### src/rtl/fifo_xfer_req.sv
module fifo_xfer_req #(
  parameter int DEPTH = 16,
  parameter int DW    = 8
) (
  input  logic                          clk,
  input  logic                          rst_n,
  input  logic                          cfg_fifo_off,
  input  logic [$clog2(DEPTH)-1:0]      cfg_thresh,
  input  logic                          cfg_pio,
  input  logic                          exec_active,
  input  logic                          dir_read,
  input  logic                          dsk_stb,
  input  logic [DW-1:0]                 dsk_wdata,
  input  logic                          host_acc,
  input  logic                          dma_ack,
  input  logic [DW-1:0]                 host_wdata,
  output logic [DW-1:0]                 head,
  output logic [$clog2(DEPTH+1)-1:0]    fill,
  output logic                          dma_req,
  output logic                          rqm,
  output logic                          irq,
  output logic                          xfer_err
);
  localparam int AW = $clog2(DEPTH);
  localparam int LW = $clog2(DEPTH + 1);

  logic [DW-1:0] mem [DEPTH];
  logic [AW-1:0] wp, rp;
  logic [LW-1:0] lvl, lvl_n, cap, thr, free_n;
  logic          pend, pend_n, irq_q, irq_n, err_q;

  assign cap = cfg_fifo_off ? LW'(1) : LW'(DEPTH);
  assign thr = cfg_fifo_off ? LW'(1) : LW'(cfg_thresh) + LW'(1);

  wire hx    = exec_active & (cfg_pio ? host_acc : dma_ack);
  wire full  = lvl >= cap;
  wire empty = lvl == '0;
  wire pop   = exec_active & !empty & (dir_read ? hx : dsk_stb);
  wire push  = exec_active & (dir_read ? (dsk_stb & (!full | pop)) : (hx & !full));
  wire bad   = exec_active & dsk_stb & (dir_read ? (full & !pop) : empty);
  wire [DW-1:0] wdata = dir_read ? dsk_wdata : host_wdata;

  assign lvl_n  = lvl + LW'(push) - LW'(pop);
  assign free_n = cap - lvl_n;

  always_comb begin
    if (!exec_active)
      pend_n = 1'b0;
    else if (dir_read)
      pend_n = (lvl_n >= thr) | (pend & (lvl_n != '0));
    else
      pend_n = (free_n >= thr) | (pend & (lvl_n < cap));
  end

  assign irq_n = exec_active & cfg_pio & pend_n & (!pend | (irq_q & !hx));

  always_ff @(posedge clk or negedge rst_n) begin
    if (!rst_n) begin
      wp <= '0; rp <= '0; lvl <= '0;
      pend <= 1'b0; irq_q <= 1'b0; err_q <= 1'b0;
    end else if (!exec_active) begin
      wp <= '0; rp <= '0; lvl <= '0;
      pend <= 1'b0; irq_q <= 1'b0; err_q <= 1'b0;
    end else begin
      if (push) wp <= wp + AW'(1);
      if (pop)  rp <= rp + AW'(1);
      lvl   <= lvl_n;
      pend  <= pend_n;
      irq_q <= irq_n;
      err_q <= err_q | bad;
    end
  end

  always_ff @(posedge clk) begin
    if (push) mem[wp] <= wdata;
  end

  assign head     = mem[rp];
  assign fill     = lvl;
  assign dma_req  = pend & !cfg_pio;
  assign rqm      = pend & cfg_pio;
  assign irq      = irq_q;
  assign xfer_err = err_q;


  lvl_cap_chk: assert property (@(posedge clk) disable iff (!rst_n) fill <= cap);

  mode_excl_chk: assert property (@(posedge clk) disable iff (!rst_n) !(dma_req && rqm));

  irq_rqm_chk: assert property (@(posedge clk) disable iff (!rst_n) irq |-> rqm);

  exit_clr_chk: assert property (@(posedge clk) disable iff (!rst_n)
    !exec_active |=> (fill == '0) && !dma_req && !rqm && !irq && !xfer_err);

  empty_idle_chk: assert property (@(posedge clk) disable iff (!rst_n)
    (exec_active && dir_read && fill == '0) |-> !(dma_req || rqm));

  full_idle_chk: assert property (@(posedge clk) disable iff (!rst_n)
    (exec_active && !dir_read && fill == cap) |-> !(dma_req || rqm));

  ovr_flag_chk: assert property (@(posedge clk) disable iff (!rst_n)
    (exec_active && dir_read && dsk_stb && fill == cap && !(cfg_pio ? host_acc : dma_ack)) |=> xfer_err);

  unr_flag_chk: assert property (@(posedge clk) disable iff (!rst_n)
    (exec_active && !dir_read && dsk_stb && fill == '0) |=> xfer_err);
endmodule

### config.mk
export PLATFORM = sky130hd
export DESIGN_NAME = fifo_xfer_req
export DESIGN_NICKNAME = d
export VERILOG_FILES = /design/src/rtl/fifo_xfer_req.sv
export SDC_FILE = /design/constraint.sdc
export NUM_CORES = 1
export LEC_CHECK = 0
export ABC_CLOCK_PERIOD_IN_PS = 7300
export BUFFER_PORTS_ARGS = -buffer_cell sky130_fd_sc_hd__buf_2
export CAP_MARGIN = 20
export CORE_MARGIN = 5
export CORE_UTILIZATION = 38
export CTS_BUF_LIST = sky130_fd_sc_hd__clkbuf_4
export DETAILED_ROUTE_END_ITERATION = 8
export GPL_TIMING_DRIVEN = 1
export PLACE_DENSITY = 0.56
export SYNTH_ARGS = -nofsm -noshare
export SYNTH_HDL_FRONTEND = slang
export SYNTH_SLANG_ARGS = --single-unit
### constraint.sdc
create_clock -name clk -period 7.3 [get_ports clk]
set_input_delay 1.095 -clock clk [delete_from_list [all_inputs] [get_ports clk]]
set_output_delay 1.095 -clock clk [all_outputs]
set_load 0.03 [all_outputs]
### After elaboration in Yosys (flattened, before gate mapping)

Memories as Yosys holds them, arrays and structs flattened.
Index checks and enable logic that the tools add are counted.

| word-level totals | value |
|---|---|
| register bits | 16 |
| output and inout port bits | 17 |
| memory bits (writable) | 128 |
| word-level logic and storage cells | 68 |
| input port bits | 29 |
| memories | 1 |

| cells by class | value |
|---|---|
| equality and inequality tests | 2 |
| $lt $le $gt $ge | 4 |
| bitwise gates (word level) | 22 |
| multiplexer cells | 19 |
| $add $sub $neg | 6 |
| reductions and logical operators | 8 |

Memories:

| memory | depth | width | read ports | clocked after memory_dff | write ports | RTL line | text |
|---|---|---|---|---|---|---|---|
| mem | 16 | 8 | 1 | 0 | 1 | 27 | `logic [DW-1:0] mem [DEPTH];` |

Operators by type and width:

| kind | number |
|---|---|
| $and A1 B1 Y1 | 17 |
| $mux W4 | 4 |
| $ge A5 B5 Y1 | 3 |
| $mux W5 | 3 |
| $mux W1 | 11 |
| $add A4 B1 Y4 const B | 2 |
| $mux W8 | 1 |
| $logic_not A1 Y1 | 6 |
| $add A4 B1 Y5 const B | 1 |
| $add A5 B1 Y5 | 1 |
| $logic_not A5 Y1 | 1 |
| $lt A5 B5 Y1 | 1 |
| $or A1 B1 Y1 | 5 |
| $reduce_bool A5 Y1 | 1 |
| $sub A5 B1 Y5 | 1 |
| $sub A5 B5 Y5 | 1 |
| $ne A2 B1 Y1 const B | 2 |

### Longest topological paths before layout

| depth | value |
|---|---|
| depth in word-level cells | 18 |
| mapped depth | 21 |
| depth with buffers taken out | 21 |

### Worst setup path before layout

No wires, ideal clock.

| path | value |
|---|---|
| path kind | input to register |
| start point | input port cfg_fifo_off |
| end point | register irq_q, in the netlist irq |
| slack | 2.549 ns |
| cell stages on the path | 20 |
| buffers on the path | 0 |
| required time | 7.168 ns |
| arrival | 4.619 ns |
| library setup time | 0.132 ns |
| cells stage by stage | ha_1 -> nand3b_1 -> a41oi_1 -> o32ai_2 -> nand2_1 -> ha_1 -> inv_1 -> ha_1 -> inv_1 -> fa_1 -> o21bai_1 -> a21oi_1 -> xnor2_1 -> inv_1 -> ha_1 -> xnor2_1 -> ha_1 -> o21a_1 -> a221oi_2 -> a311oi_1 |

| on the way | value |
|---|---|
| word-level cells in the longest chain between the ends | 17 |
| elaborated cells between the ends (all ways) | 25 |
| those cells by class | add/sub: 3; order compare: 4; mux: 6; bitwise: 10; reduce/logical: 2 |

RTL lines:

| what | RTL line | text |
|---|---|---|
| start, declared | 7 | `input logic cfg_fifo_off,` |
| $mux W5 | 32 | `assign cap = cfg_fifo_off ? LW'(1) : LW'(DEPTH);` |
| $ge A5 B5 Y1 | 36 | `wire full = lvl >= cap;` |
| $logic_not A1 Y1 | 39 | `wire push = exec_active & (dir_read ? (dsk_stb & (!full \| pop)) : (hx & !full));` |
| $or A1 B1 Y1 | 39 |  |
| $and A1 B1 Y1 | 39 |  |
| $mux W1 | 39 |  |
| $and A1 B1 Y1 | 39 |  |
| $add A5 B1 Y5 | 43 | `assign lvl_n = lvl + LW'(push) - LW'(pop);` |
| $sub A5 B1 Y5 | 43 |  |
| $sub A5 B5 Y5, or another cell as far along | 44 | `assign free_n = cap - lvl_n;` |
| $ge A5 B5 Y1, or another cell as far along | 52 | `pend_n = (free_n >= thr) \| (pend & (lvl_n < cap));` |
| $or A1 B1 Y1 (on tied branches) | 52, 50 |  |
| $mux W1 (*) | 49 | `else if (dir_read)` |
| $mux W1 (*) | 47 | `if (!exec_active)` |
| $and A1 B1 Y1 (*) (2 in a row) | 55 | `assign irq_n = exec_active & cfg_pio & pend_n & (!pend \| (irq_q & !hx));` |
| $mux W1 (*) | 61 | `end else if (!exec_active) begin` |
| end signal, assigned | 69 | `irq_q <= irq_n;` |
| end, declared | 30 | `logic pend, pend_n, irq_q, irq_n, err_q;` |

Every way passes the cells marked *; elsewhere a longest branch is shown, timed or not.
A chain may end at the register's enable or synchronous reset.

### Final worst setup path

Same ends and word-level chain as after synthesis.

==> summary.txt <==
Run status
  • Result of the run: completed

Yosys
  • Async SR Flop Fraction: 0.111
  • Post-synth EDFFs: 128
  • Synth unique cells: 55
  • Syn nets: 502
  • Sequential fraction of the synthesis area: 0.638
  • #FFs+latches synth: 144
  • Post-synthesis cell count: 443
  • Synthesized area per cell: 15.0 sq um
  • Synthesized area: 6650 sq um
  • Main flop type after synthesis: edfxtp_1
  • Warnings from Yosys: 0

Critical path
  • R2R cell count: 20
  • Worst Path Required: 7.71 ns
  • WP data arrival: 5.16 ns
  • FF-to-FF Start: fill[2]
  • Flop-to-flop setup slack: 2.60 ns
  • Worst r2r dst: irq
  • Cell mode on critical path: ha_1
  • CP bufs+invs: 4
  • WS Path Type: input port to register
  • Max FO, Critical Path: 5
  • Critical path, cell by cell: buf_2 -> ha_1 -> nand3b_1 -> a41oi_1 -> o32ai_2 -> nand2_1 -> ha_1 -> inv_1 -> ha_1 -> inv_1 -> fa_1 -> o21bai_1 -> a21oi_1 -> xnor2_1 -> inv_1 -> ha_1 -> xnor2_1 -> ha_1 -> o21a_1 -> a221oi_2 -> a311oi_1
  • Crit path max-delay cell type: o32ai_2
  • Delay-heaviest family, CP: adder cells
  • CP Launch Type: input port
  • Crit path largest cell delay: 0.42 ns
  • CP Capture Type: register

Die
  • Rows: 48
  • I/O pin count: 46
  • Initial Utilization: 0.386
  • Die height: 142 um
  • Die ar.: 20200 sq um
  • Core Box Area: 17200 sq um
  • Die Wd: 142 um

Pwr
  • Total power: 2.56 mW
  • Peak VDD IR: 0.000241 V
  • Leakage power: 2.62 nW
  • Pwr Density: 349 nW/um^2

Clocking
  • Hold_buf cts: 0
  • # Post-CTS Setup Buffers: 0
  • TritonCTS buffer count: 17
  • Longest Clk Path Bufs: 2
  • Cts repair resizes: 0
  • H-tree depth: 4
  • Worst skew pair latency: 0.53 ns
  • CTS Root Cell: clkbuf_4
  • Clk sinks: 144
  • Clk pin slew, worst setup/hold paths: 0.12 ns
  • CTS tree: built

GRT
  • First-pass GRT wire length: 22900 um
  • Total GRT Usage: 0.154
  • Initial antenna violation count: 1
  • Vias in the first global route: 4088
  • Global route total overflow: 0
  • Pin count of the biggest net entering global routing: 29

Drt
  • Wire length per cell: 20.1 um
  • Pre-antenna DRT Iters: 4
  • Detail Route Antenna Nets: 0
  • DRC: 0
  • Vias per cell: 5.32
  • Drt total wl: 14800 um
  • Total number of vias: 3902
  • Initial DRC Count: 332

Layout
  • Synth-to-layout area growth: 10.5%
  • Final nets: 553
  • Share of cells above drive strength 1: 0.221
  • Final Instance Count excl. Fillers: 733

Timing
  • Period utilization: 0.651
  • RSZ-0062 raised after global routing: no
  • Setup clock skew after layout: 0.0151 ns
  • Final Slew Violations: 0
  • Setup violations, final: 0
  • Final min period: 4.75 ns
  • Hold Vio Cnt, Final: 0
  • Worst-Margin Slew: 1.02 ns
  • Worst slew margin: 0.315
  • Fmax: 0.211 GHz
  • Setup total negative slack: 0 ns

Placement
  • GP Congestion: 0.830
  • Port Buffer Count: 45
  • Placed cells: 700
  • Post-DP HPWL: 9870 um

Worst hold path
  • Hold Path Class: input port to async pin

Flow run
  • MaxCap Viol Count: 0
synth_stat cells, types with 2 or more instances:
cell type	count	area (sq um)
mux2_2	9	101
a21oi_1	6	30.0
edfxtp_1	128	3840
a41o_1	2	20.0
nand2_1	28	105
o21ai_0	12	60.1
buf_2	7	35.0
clkbuf_1	5	18.8
clkinv_1	2	7.51
or3_1	2	12.5
inv_1	22	82.6
o21a_1	3	22.5
a21o_1	2	15.0
a211o_1	2	17.5
a221oi_1	16	140
nor3_1	4	20.0
a311oi_1	2	17.5
nand3_1	12	60.1
o2111ai_1	2	17.5
and2_1	4	25.0
buf_1	3	11.3
a22oi_1	7	52.6
ha_1	29	363
nand2b_1	7	43.8
xnor2_1	7	61.3
buf_4	4	30.0
mux2i_1	35	350
dfrtp_1	16	400
mux4_2	16	360
or2_2	2	12.5
nor2_1	22	82.6
a41oi_1	2	17.5
registers in the layout, summed over array words and instances, names as in the netlist:
signal    count
mem         128
fill          5
rp            4
wp            4
irq           1
pend          1
xfer_err      1
stage by stage:
step | setup slack, ns | util | hold slack, ns | area [sq um]
after CTS | 2.60 | 0.426 | 0.434 | 7350
final | 2.55 | 0.426 | 0.473 | 7350
after global placement | 2.18 | 0.412 | 0.530 | 7110
after global routing | 2.16 | 0.426 | 0.443 | 7350
after floorplan | 2.55 | - | 0.543 | 6650
after detailed placement | 2.01 | 0.412 | 0.533 | 7110
placed cells by master, fill, tap and decap left out, drive strengths merged, types with 11 or more instances in the layout:
cell type	netlist	layout
clkbuf	5	19
a221oi	17	17
dfrtp	16	16
nor2	22	22
mux4	16	16
edfxtp	128	128
clkinv	2	11
buf	14	51
nand3	12	12
nand2	28	28
mux2i	35	35
inv	22	23
o21ai	12	12
ha	29	29
power by group:
group	switching (mW)	total, mW	internal [mW]	leakage, nW
logic	0.611	1.11	0.496	1.13
registers	0.0742	1.01	0.939	1.36
clock network	0.271	0.441	0.170	0.130
cells by family after synthesis:
group / count (synthesis) / share of synthesized area
DFF: 144 / 0.638
adders and majority gates: 30 / 0.0576
AOI/OAI and AO/OA: 67 / 0.0768
buffers and inverters: 43 / 0.0279
muxes: 60 / 0.122
and+or+nand+nor: 91 / 0.0668
xor gates and xnor gates: 8 / 0.0105
per-layer routing:
| metal | vias up | share of wire | global-route usage |
|---|---|---|---|
| li1 | 1824 | - | - |
| met1 | 1956 | 0.42 | 0.191 |
| met2 | 104 | 0.51 | 0.267 |
| met3 | 18 | 0.046 | 0.0333 |
| met4 | 0 | 0.020 | 0.0551 |
| met5 | - | 0 | 0 |
area by class of cell:
type | count | area, sq um
clock inverters | 13 | 96.3
repair buffers | 51 | 270
flip-flops and latches | 144 | 4250
inverters | 24 | 90.1
multi-input cells | 256 | 2220
diodes | 1 | 2.50
fillers | 1559 | 9890
clock buffers | 19 | 143
well taps | 225 | 282
worst max path at each step:
stage	startpoint	depth (start not counted)	end
global placement	cfg_fifo_off	21	irq
global route	fill[2]	20	irq
detailed placement	cfg_fifo_off	21	pend
CTS	cfg_fifo_off	21	irq
finish	cfg_fifo_off	21	irq
floorplan	cfg_fifo_off	20	irq
Power figures use the tool's default switching activity.
